### src/rtl/coal_pkg.sv
package coal_pkg;

  typedef enum logic [1:0] {
    CNT_HOLD   = 2'd0,
    CNT_RELOAD = 2'd1,
    CNT_DEC    = 2'd2
  } cnt_op_e;

  typedef enum logic [1:0] {
    TMR_HOLD = 2'd0,
    TMR_LOAD = 2'd1,
    TMR_DEC  = 2'd2
  } tmr_op_e;

endpackage

### src/rtl/coal_event_arb.sv
module coal_event_arb
  import coal_pkg::*;
#(
  parameter int CNT_W = 8,
  parameter int TMR_W = 8
) (
  input  logic             ctrl_wr,
  input  logic             pkt_done,
  input  logic             tick_en,
  input  logic [TMR_W-1:0] dly,
  input  logic [CNT_W-1:0] cnt_q,
  input  logic [TMR_W-1:0] tmr_q,
  output cnt_op_e          cnt_op,
  output tmr_op_e          tmr_op,
  output logic             hit,
  output logic             expire
);

  localparam logic [CNT_W-1:0] CNT_ONE = CNT_W'(1);
  localparam logic [TMR_W-1:0] TMR_ONE = TMR_W'(1);
  localparam logic [TMR_W-1:0] TMR_ZERO = '0;

  logic tmr_running;
  logic dly_nonzero;

  always_comb begin
    tmr_running = (tmr_q != TMR_ZERO);
    dly_nonzero = (dly != TMR_ZERO);

    // A completion owns the timer in its cycle; ticks are dropped.
    expire = !pkt_done && tick_en && (tmr_q == TMR_ONE);
    if (pkt_done) begin
      tmr_op = dly_nonzero ? TMR_LOAD : TMR_HOLD;
    end else if (tick_en && tmr_running) begin
      tmr_op = TMR_DEC;
    end else begin
      tmr_op = TMR_HOLD;
    end

    // A control write swallows a same-cycle completion.
    hit = pkt_done && !ctrl_wr && (cnt_q == CNT_ONE);
    if (ctrl_wr || expire || hit) begin
      cnt_op = CNT_RELOAD;
    end else if (pkt_done) begin
      cnt_op = CNT_DEC;
    end else begin
      cnt_op = CNT_HOLD;
    end
  end

endmodule

### src/rtl/coal_cmpl_counter.sv
module coal_cmpl_counter
  import coal_pkg::*;
#(
  parameter int CNT_W     = 8,
  parameter int RST_COUNT = 1
) (
  input  logic             clk,
  input  logic             rst_n,
  input  cnt_op_e          cnt_op,
  input  logic [CNT_W-1:0] thr,
  output logic [CNT_W-1:0] cnt_q
);

  localparam logic [CNT_W-1:0] CNT_RST = CNT_W'(RST_COUNT);

  logic [CNT_W-1:0] cnt_d;
  logic             cnt_en;

  always_comb begin
    cnt_en = (cnt_op != CNT_HOLD);
    unique case (cnt_op)
      CNT_RELOAD: cnt_d = thr;
      CNT_DEC:    cnt_d = cnt_q - CNT_W'(1);
      default:    cnt_d = cnt_q;
    endcase
  end

  always_ff @(posedge clk or negedge rst_n) begin
    if (!rst_n) begin
      cnt_q <= CNT_RST;
    end else if (cnt_en) begin
      cnt_q <= cnt_d;
    end
  end

endmodule

### src/rtl/coal_delay_timer.sv
module coal_delay_timer
  import coal_pkg::*;
#(
  parameter int TMR_W = 8
) (
  input  logic             clk,
  input  logic             rst_n,
  input  tmr_op_e          tmr_op,
  input  logic [TMR_W-1:0] dly,
  output logic [TMR_W-1:0] tmr_q
);

  logic [TMR_W-1:0] tmr_d;
  logic             tmr_en;

  always_comb begin
    tmr_en = (tmr_op != TMR_HOLD);
    unique case (tmr_op)
      TMR_LOAD: tmr_d = dly;
      TMR_DEC:  tmr_d = tmr_q - TMR_W'(1);
      default:  tmr_d = tmr_q;
    endcase
  end

  always_ff @(posedge clk or negedge rst_n) begin
    if (!rst_n) begin
      tmr_q <= '0;
    end else if (tmr_en) begin
      tmr_q <= tmr_d;
    end
  end

endmodule

### src/rtl/coal_irq_unit.sv
module coal_irq_unit
  import coal_pkg::*;
#(
  parameter int CNT_W     = 8,
  parameter int TMR_W     = 8,
  parameter int RST_COUNT = 1
) (
  input  logic             clk,
  input  logic             rst_n,
  input  logic [CNT_W-1:0] thr_field,
  input  logic [TMR_W-1:0] dly_field,
  input  logic             ctrl_wr,
  input  logic             pkt_done,
  input  logic             tick_en,
  output logic             cmpl_irq_set,
  output logic             dly_irq_set,
  output logic [CNT_W-1:0] cnt_value,
  output logic [TMR_W-1:0] tmr_value
);

  cnt_op_e          cnt_op;
  tmr_op_e          tmr_op;
  logic             hit;
  logic             expire;
  logic [CNT_W-1:0] cnt_q;
  logic [TMR_W-1:0] tmr_q;
  logic             cmpl_q, cmpl_d;
  logic             dly_q, dly_d;

  coal_event_arb #(.CNT_W(CNT_W), .TMR_W(TMR_W)) i_arb (
    .ctrl_wr  (ctrl_wr),
    .pkt_done (pkt_done),
    .tick_en  (tick_en),
    .dly      (dly_field),
    .cnt_q    (cnt_q),
    .tmr_q    (tmr_q),
    .cnt_op   (cnt_op),
    .tmr_op   (tmr_op),
    .hit      (hit),
    .expire   (expire)
  );

  coal_cmpl_counter #(.CNT_W(CNT_W), .RST_COUNT(RST_COUNT)) i_cnt (
    .clk    (clk),
    .rst_n  (rst_n),
    .cnt_op (cnt_op),
    .thr    (thr_field),
    .cnt_q  (cnt_q)
  );

  coal_delay_timer #(.TMR_W(TMR_W)) i_tmr (
    .clk    (clk),
    .rst_n  (rst_n),
    .tmr_op (tmr_op),
    .dly    (dly_field),
    .tmr_q  (tmr_q)
  );

  always_comb begin
    cmpl_d = hit;
    dly_d  = expire;
  end

  always_ff @(posedge clk or negedge rst_n) begin
    if (!rst_n) begin
      cmpl_q <= 1'b0;
      dly_q  <= 1'b0;
    end else begin
      cmpl_q <= cmpl_d;
      dly_q  <= dly_d;
    end
  end

  assign cmpl_irq_set = cmpl_q;
  assign dly_irq_set  = dly_q;
  assign cnt_value    = cnt_q;
  assign tmr_value    = tmr_q;

endmodule

### config.mk
export PLATFORM = sky130hd
export DESIGN_NAME = coal_irq_unit
export DESIGN_NICKNAME = d
export VERILOG_FILES = /design/src/rtl/coal_pkg.sv /design/src/rtl/coal_event_arb.sv /design/src/rtl/coal_cmpl_counter.sv /design/src/rtl/coal_delay_timer.sv /design/src/rtl/coal_irq_unit.sv
export SDC_FILE = /design/constraint.sdc
export NUM_CORES = 1
export LEC_CHECK = 0
export ABC_AREA = 1
export BUFFER_PORTS_ARGS = -buffer_cell sky130_fd_sc_hd__clkbuf_2
export CORE_MARGIN = 10
export CORE_UTILIZATION = 28
export CTS_CLUSTER_DIAMETER = 200
export DETAILED_ROUTE_END_ITERATION = 6
export PLACE_DENSITY = 0.51
export SLEW_MARGIN = 20
export SYNTH_ARGS = -nofsm -noshare
export SYNTH_HDL_FRONTEND = slang
export SYNTH_HIERARCHICAL = 1
export SYNTH_SLANG_ARGS = --single-unit
### constraint.sdc
create_clock -name clk -period 3.32 [get_ports clk]
set_input_delay 0.498 -clock clk [delete_from_list [all_inputs] [get_ports clk]]
set_output_delay 0.498 -clock clk [all_outputs]
set_load 0.02 [all_outputs]
# --- After elaboration in Yosys (flattened, before gate mapping) ---
# Cells that the tools add are included.
classes:
  add_sub_neg: 2
  eq_ne: 6
  mux: 7
  reduce_logical: 17
op_table:
  columns: ["cell", "n"]
  rows:
  - ["case mux 8 bit (2 select lines)", 2]
  - ["== test 8 x 1 -> 1 bit (second input constant)", 2]
  - ["nonzero test 8 bit", 2]
  - ["subtractor 8 x 1 -> 8 bit (second input constant)", 2]
  - ["2-to-1 mux 2 bit", 4]
  - ["nonzero test 2 bit", 4]
  - ["logical AND 1 bit", 5]
  - ["== test 2 x 1 -> 1 bit (second input constant)", 2]
  - ["== test 2 bit (second input constant)", 2]
  - ["AND reduction 2 bit", 2]
  - ["logical NOT 1 bit", 2]
  - ["logical OR 1 bit", 2]
  - ["2-to-1 mux 1 bit", 1]
word_totals:
  regBits: 18
  output_inout_bits: 18

# --- Depth between registers and ports, before layout ---
# Gate-level depths: netlist of the first run.
depth:
  word_depth: 9
  mapped_depth: 12

# --- By module ---
# The synthesis of the first run kept the hierarchy.
modules_own_cells:
  columns: ["mod", "n_inst", "cells_per_inst", "area_each_um2", "seq_area_each_um2"]
  rows:
  - ["coal_cmpl_counter", 1, 81, 539.3, 201.4]
  - ["coal_delay_timer", 1, 81, 538.0, 200.2]
  - ["coal_event_arb", 1, 44, 205.2, 0.0]
  - ["coal_irq_unit", 1, 2, 50.0, 50.0]

# --- Least setup slack after synthesis of the first run ---
# Ideal clock, no wire load.
synth_timing:
  path_kind: "register to register"
  startpoint: "register i_cnt.cnt_q[0]"
  endpoint: "register i_cnt.cnt_q[3]"
  setup_time_ns: 0.117
  arrival_time_ns: 1.711
  slack_ns: 1.492
  stages_incl_launch_ff: 12
  period_less_slack_ns: 1.828
  path_cell_list: "dfstp_2 -> nand2_1 -> nor2_1 -> nand3_1 -> nand3_1 -> inv_1 -> ha_1 -> buf_2 -> a21oi_1 -> nand2_1 -> o21ai_1 -> inv_1"
synth_via:
  elab_chain_cells: 7
  word_cells_on_any_way: 11
  cone_classes: "1 x add/sub; 3 x eq/ne; 2 x mux; 5 x reduce/logical"
synth_lines:
  columns: ["item", "line", "rtl"]
  rows:
  - ["from (decl)", "coal_cmpl_counter.sv:11", "output logic [CNT_W-1:0] cnt_q"]
  - ["from (signal assigned)", "coal_cmpl_counter.sv:32", "cnt_q <= cnt_d;"]
  - ["== test 8 x 1 -> 1 bit *", "coal_event_arb.sv:41", "hit = pkt_done && !ctrl_wr && (cnt_q == CNT_ONE);"]
  - ["logical AND 1 bit *", "coal_event_arb.sv:41", null]
  - ["logical OR 1 bit *", "coal_event_arb.sv:42", "if (ctrl_wr || expire || hit) begin"]
  - ["2-to-1 mux 2 bit *", "coal_event_arb.sv:42", null]
  - ["net cnt_op[0]", "coal_irq_unit.sv:21", "cnt_op_e cnt_op;"]
  - ["== test 2 x 1 -> 1 bit or == test 2 bit (tied branches)", "coal_cmpl_counter.sv:21", "unique case (cnt_op)"]
  - ["nonzero test 2 bit (no source line)", null, null]
  - ["AND reduction 2 bit (no source line)", null, null]
# Mark *: on every way through the listed nets, which the timed path passes. The rest lies on a longest branch.
# A chain may end at the register's enable or synchronous reset.

# --- Worst setup path in the final report of the first run ---
layout_timing:
  startpoint: "register i_cnt.cnt_q[0]"
  endpoint: "register i_cnt.cnt_q[1]"
# Same word-level chain as after synthesis.

==> metrics.md, run 1 <==
| Metric | Value |
|---|---|
| Status | `completed` |
| Area Overhead vs Synth | `21.03%` |
| Clock H-tree levels | `1` |
| Buffers & Inverters on Critical Path | `2` |
| DRC viols | `0` |
| Nature of the critical path startpoint | `flip-flop` |
| Critical Path End Type | `flip-flop` |
| IO Port Bufs | `38` |
| Critical Path Fanout Max | `11` |
| Critical path's top delay family | `flip-flops` |
| Max_cap viols | `0` |
| Chip height | `88.99 um` |
| Worst vdd ir | `0.1653 mV` |
| Total power | `0.0007963 W` |
| Largest cells by area after synthesis | `dfrtp_1 (32%), nand2_1 (14%), inv_1 (10%)` |
| Final setup viols | `0` |
| Hold slack | `0.1828 ns` |
| # hold bufs at CTS | `0` |
| Mapped Cells | `208` |
| Initial DRC count | `100` |
| FF/Latch Area | `451.7 um2` |
| Unrepaired setup endpoints after global routing | `false` |
| Fillers | `503` |
| Placed cells | `296` |
| Final period utilization | `59.67%` |
| Critical path required time | `3.46 ns` |
| Antenna diode count | `0` |
| Area occupied by multi-input gates | `678.2 um2` |
| Final hold violations | `0` |
| Grt ovf | `0` |
| Initial antenna violation count | `0` |
| Yosys warning total | `6` |
| Yosys top cell by area | `dfrtp_1` |
| Cell variety after synth | `24` |
| Crit-path max cell delay | `0.57 ns` |
| Final std cells w/o fill | `300` |
| Final Util | `34.60%` |
| Mapped cell area | `1333 um2` |
| GPL Wtd Cong | `0.8114` |
| PostCTS Resize Cnt | `0` |
| Crit path cell chain | `nand2_1 > nor2_1 > nand3_1 > nand3_1 > inv_1 > ha_1 > inv_1 > o211ai_1 > o21ai_1` |
| Clock Tree Buf Depth | `2` |
| Worst-Margin Slew | `0.5729 ns` |
| Synth top area share | `31.92%` |
| CTS tree | `yes` |
| Slew Viols, Final | `0` |
| Register area share after synthesis | `33.90%` |
| First-pass GRT wire length | `6175 um` |
| Post-CTS Setup Bufs | `0` |
| #FFs+latches synth | `18` |
| CP arrival | `2.12 ns` |
| Area of the core | `4661 um2` |
| CP max stage cell | `dfstp_2` |
| Slew margin rel. | `61.80%` |
| Final WL | `3615 um` |
| Row cnt | `25` |
| Clock sink count | `18` |
| Die Wd | `88.99 um` |
| TritonCTS buffer count | `3` |
| Max Freq | `504.8 MHz` |
| Critical path type | `flip-flop to flip-flop` |
| Initial core utilization | `28.59%` |
| DR pass1 iterations | `4` |
| Layout cells sized above 1 | `23.98%` |
| Worst hold path class | `input pin to async pin` |
| Nets | `272` |
| Post-route minimum period | `1.981 ns` |
| Skew final | `0.001219 ns` |
| Die area | `7918 um2` |
| Mapped Nets | `233` |
| Avg Synthesized Cell Area | `6.406 um2` |
| DR vias/cell | `4.480` |
| Root buffer cell | `clkbuf_8` |
| DR WL/cell | `12.05 um` |
| GRT Total Usage | `9.757%` |
| Setup_tns | `0 ns` |
| Power per cell area | `493.7 nW/um2` |
| Static Leak | `0.8971 nW` |
| Clock-pin slew of the registers on the worst-case setup and hold paths | `0.07 ns` |
| Antenna Violating Nets Remaining | `0` |
| Largest net degree at the start of global routing | `19` |
| Via count | `1,344` |
| Number of global-route vias before repair | `1,332` |
| Latest clock arrival within the worst-skew pair | `0.25 ns` |
| # IOs | `39` |
| Hpwl dp | `2883 um` |
[area by class of cell]
class | count | share of cell area [%]
clock buffers | 4 | 3.413
inverters | 45 | 10.55
multi-input cells | 141 | 42.05
flip-flops and latches | 18 | 28.01
well taps | 54 | 4.189
repair buffers | 38 | 11.79
[power by group]
group	total (W)	internal, W	switching, W
logic	0.000302	0.000103	0.000199
clock network	0.000182	0.000105	0.0000768
registers	0.000312	0.000257	0.0000553
[through the flow]
step	setup slack, ns	instance area, um2
6_report	1.339	1613
5_1_grt	1.094	1613
4_1_cts	1.330	1613
3_5_place_dp	1.240	1558
3_3_place_gp	1.240	1558
2_1_floorplan	1.492	1333
[cell usage in the layout (no fill, tap or decap), types with 2 or more instances in the layout]
cell,synthesis,routed
nor3_1,2,2
clkinv_1,2,2
o211ai_1,2,2
nor2_2,5,5
inv_2,6,6
clkbuf_2,0,38
o22ai_1,2,2
clkbuf_8,0,4
nand3_1,16,16
a21oi_1,8,8
dfrtp_1,17,17
inv_1,36,36
ha_1,4,4
o21ai_1,18,18
nor2_1,27,27
nand2_1,50,50
nor2_4,2,2
[flip-flops by register name, indices dropped and copies added, names as in the netlist]
signal / flops
i_cnt/cnt_q: 8
i_tmr/tmr_q: 8
cmpl_irq_set: 1
dly_irq_set: 1
[synthesized netlist by cell type]
cell and n:
a41oi_1 1, nor2_2 5, nand2_2 1, nand2_1 50
nor2_1 27, o211ai_1 2, inv_2 6, nor3_1 2
a31oi_1 1, nand4_1 1, buf_6 2, clkinv_2 1
ha_1 4, clkinv_1 2, nand3_1 16, inv_1 36
a21oi_1 8, nor2_4 2, nand3_2 1, dfstp_2 1
o21ai_1 18, buf_2 2, o22ai_1 2, dfrtp_1 17
[routing by layer]
metal,GRT usage [%],wire (um),vias to the layer above
li1,-,-,724
met5,0,0,-
met2,15.16,1645,27
met1,12.38,1670,591
met4,2.601,27,0
met3,3.646,271,2
[logic make-up after synthesis]
family,synth area share [%]
simple gates,34.18
buf+inv,15.21
compound gates,12.96
flops,33.90
fa+ha+maj,3.756
[path summary, 6_finish.rpt]
check                                      end  cells past startpoint           start  slack (ns)
worst max-delay path            i_cnt/cnt_q[1]                      9  i_cnt/cnt_q[0]        1.34
worst min register to register  i_cnt/cnt_q[0]                      2  i_cnt/cnt_q[0]        0.53
min in group clk                i_cnt/cnt_q[0]                      3    thr_field[0]        0.48
worst min-delay path            i_tmr/tmr_q[6]                      1           rst_n        0.18
max in group asynchronous       i_cnt/cnt_q[0]                      1           rst_n        2.79
worst max register to register  i_cnt/cnt_q[1]                      9  i_cnt/cnt_q[0]        1.34
Note: power is estimated with default switching activity, not from simulation.
==> run 2: changes to the inputs <==
- PLACE_DENSITY: 0.51 -> 0.53
- clock period: 3.32 -> 1.8 ns (I/O delays scaled with it)
==> run 2 against run 1 <==
  * Total power is 97% higher
  * Non-clock buffer count is 26 higher
  * Combinational power grew to 2.5 times the previous value
  * Critical path type unchanged
  * Register-to-register slack worse by 1.2 ns
  * Sequential power is 63% higher
  * Largest power group is now combinational logic
  * Worst setup slack worse by 1.2 ns
  * Global-route usage is 0.69 points higher
  * Via count is 8.0% higher
==> metrics.md, run 2 (synthesis results as in run 1) <==
| Metric | Value |
|---|---|
| Status | `completed` |
| DR WL/cell | `11.75 um` |
| Nature of the critical path startpoint | `flip-flop` |
| Clock sink count | `18` |
| Antenna diode count | `0` |
| Row cnt | `25` |
| Die area | `7918 um2` |
| DRC viols | `0` |
| FF/Latch Area | `451.7 um2` |
| First-pass GRT wire length | `6693 um` |
| Grt ovf | `0` |
| Clock Tree Buf Depth | `2` |
| Antenna Violating Nets Remaining | `0` |
| Hpwl dp | `3121 um` |
| Via count | `1,452` |
| Worst hold path class | `input pin to flip-flop` |
| Clock-pin slew of the registers on the worst-case setup and hold paths | `0.07 ns` |
| Number of global-route vias before repair | `1,481` |
| Critical path type | `flip-flop to flip-flop` |
| Layout cells sized above 1 | `32.35%` |
| Initial DRC count | `36` |
| R2R setup slack | `0.16 ns` |
| Final period utilization | `91.30%` |
| Root buffer cell | `clkbuf_8` |
| Max_cap viols | `0` |
| TritonCTS buffer count | `3` |
| # IOs | `39` |
| Area Overhead vs Synth | `37.09%` |
| CP max stage cell | `dfrtp_1` |
| Most frequent cells in the layout | `nand2_1 (50), clkbuf_2 (38), inv_1 (35)` |
| CP most frequent cell | `inv_1` |
| Chip height | `88.99 um` |
| CP arrival | `1.82 ns` |
| Final WL | `3830 um` |
| Clock H-tree levels | `1` |
| Slew Viols, Final | `0` |
| Critical path's top delay family | `flip-flops` |
| Largest net degree at the start of global routing | `19` |
| Max Freq | `608.5 MHz` |
| CTS tree | `yes` |
| Latest clock arrival within the worst-skew pair | `0.26 ns` |
| Crit path cell chain | `inv_1 > nand2_1 > nor2_4 > a31oi_1 > ha_1 > inv_1 > o21ai_1 > o22ai_1` |
| Buffers & Inverters on Critical Path | `2` |
| Setup_tns | `0 ns` |
| Commonest non-fill, non-tap cell in the layout | `nand2_1` |
| Hold slack | `0.2539 ns` |
| Critical Path Fanout Max | `6` |
| Power per cell area | `858.2 nW/um2` |
| Fillers | `517` |
| Final hold violations | `0` |
| Post-route minimum period | `1.643 ns` |
| Worst vdd ir | `0.5438 mV` |
| Area occupied by multi-input gates | `700.7 um2` |
| Nets | `298` |
| Die Wd | `88.99 um` |
| Skew final | `0.002231 ns` |
| Final setup viols | `0` |
| Critical path required time | `1.98 ns` |
| Initial core utilization | `28.59%` |
| Top Registers | `i_cnt/cnt_q x8, i_tmr/tmr_q x8` |
| Unrepaired setup endpoints after global routing | `false` |
| DR pass1 iterations | `4` |
| Worst-Margin Slew | `0.5109 ns` |
| GRT Total Usage | `10.45%` |
| IO Port Bufs | `38` |
| Crit-path max cell delay | `0.39 ns` |
| DR vias/cell | `4.454` |
| Area of the core | `4661 um2` |
| Static Leak | `1.019 nW` |
| GPL Wtd Cong | `0.8489` |
| Critical Path End Type | `flip-flop` |
| Initial antenna violation count | `0` |
| Slew margin rel. | `65.94%` |
## run 2: cell types whose count changed in the layout (fill, tap and decap cells not counted), sizes merged
cell	delta
buf	+25
dlygate4sd3	+1
## run 2: through the flow
stage	utilization (%)	setup WS, ns	instances	instance area [um2]	power, W
CTS	38.63	0.005149	326	1800	0.001582
global placement	37.45	0.07132	321	1745	0.001263
floorplan	-	0.004358	208	1339	0.0009621
detailed placement	37.45	0.04192	321	1745	0.001267
finish	39.19	0.1566	326	1827	0.001568
global route	39.19	0.009266	326	1827	0.001711
## run 2: cell type report
cell class	count	share of cell area, %
Inverter	45	9.315
Clock buffer	4	2.466
Timing Repair Buffer	64	21.44
Multi-Input combinational cell	141	38.36
Sequential cell	18	24.73
Tap cell	54	3.699
## run 2: tightest hold or removal path: cells and delay by family
kind | cells | cell delay, ns
buffers and inverters | 1 | 0.09
AOI/OAI and AO/OA | 2 | 0.12
## run 2: per-layer routing
| metal | up-vias | global-route usage, % | routed length (um) | share of wire, % |
|---|---|---|---|---|
| met2 | 30 | 17.55 | 1771 | 46 |
| met5 | - | 0 | 0 | 0 |
| li1 | 778 | - | - | - |
| met4 | 0 | 2.601 | 36 | 0.94 |
| met1 | 642 | 12.78 | 1744 | 46 |
| met3 | 2 | 3.008 | 277 | 7.2 |
## run 2: final timing paths
path                             endpoint  depth (start not counted)      startpoint
max                        i_tmr/tmr_q[2]                          8  i_tmr/tmr_q[7]
max reg2reg                i_tmr/tmr_q[2]                          8  i_tmr/tmr_q[7]
min                        i_cnt/cnt_q[0]                          3    thr_field[0]
max in group asynchronous  i_cnt/cnt_q[0]                          2           rst_n
min in group asynchronous  i_tmr/tmr_q[6]                          2           rst_n
min reg2reg                i_cnt/cnt_q[7]                          3  i_cnt/cnt_q[7]
## run 2: power by group
| part | total, W | switching [W] | leakage, nW | internal [W] |
|---|---|---|---|---|
| combinational | 0.000757 | 0.000461 | 0.778 | 0.000297 |
| clock | 0.000301 | 0.000144 | 0.0228 | 0.000157 |
| sequential | 0.000509 | 0.0000355 | 0.218 | 0.000473 |
## run 2: repair_timing
item	4_1_cts	5_1_grt
hold buffers	1	0
endpoints found under the setup margin	0	8
endpoints found under the hold margin	17	0
resized for setup	0	7
buffers inserted	0	0
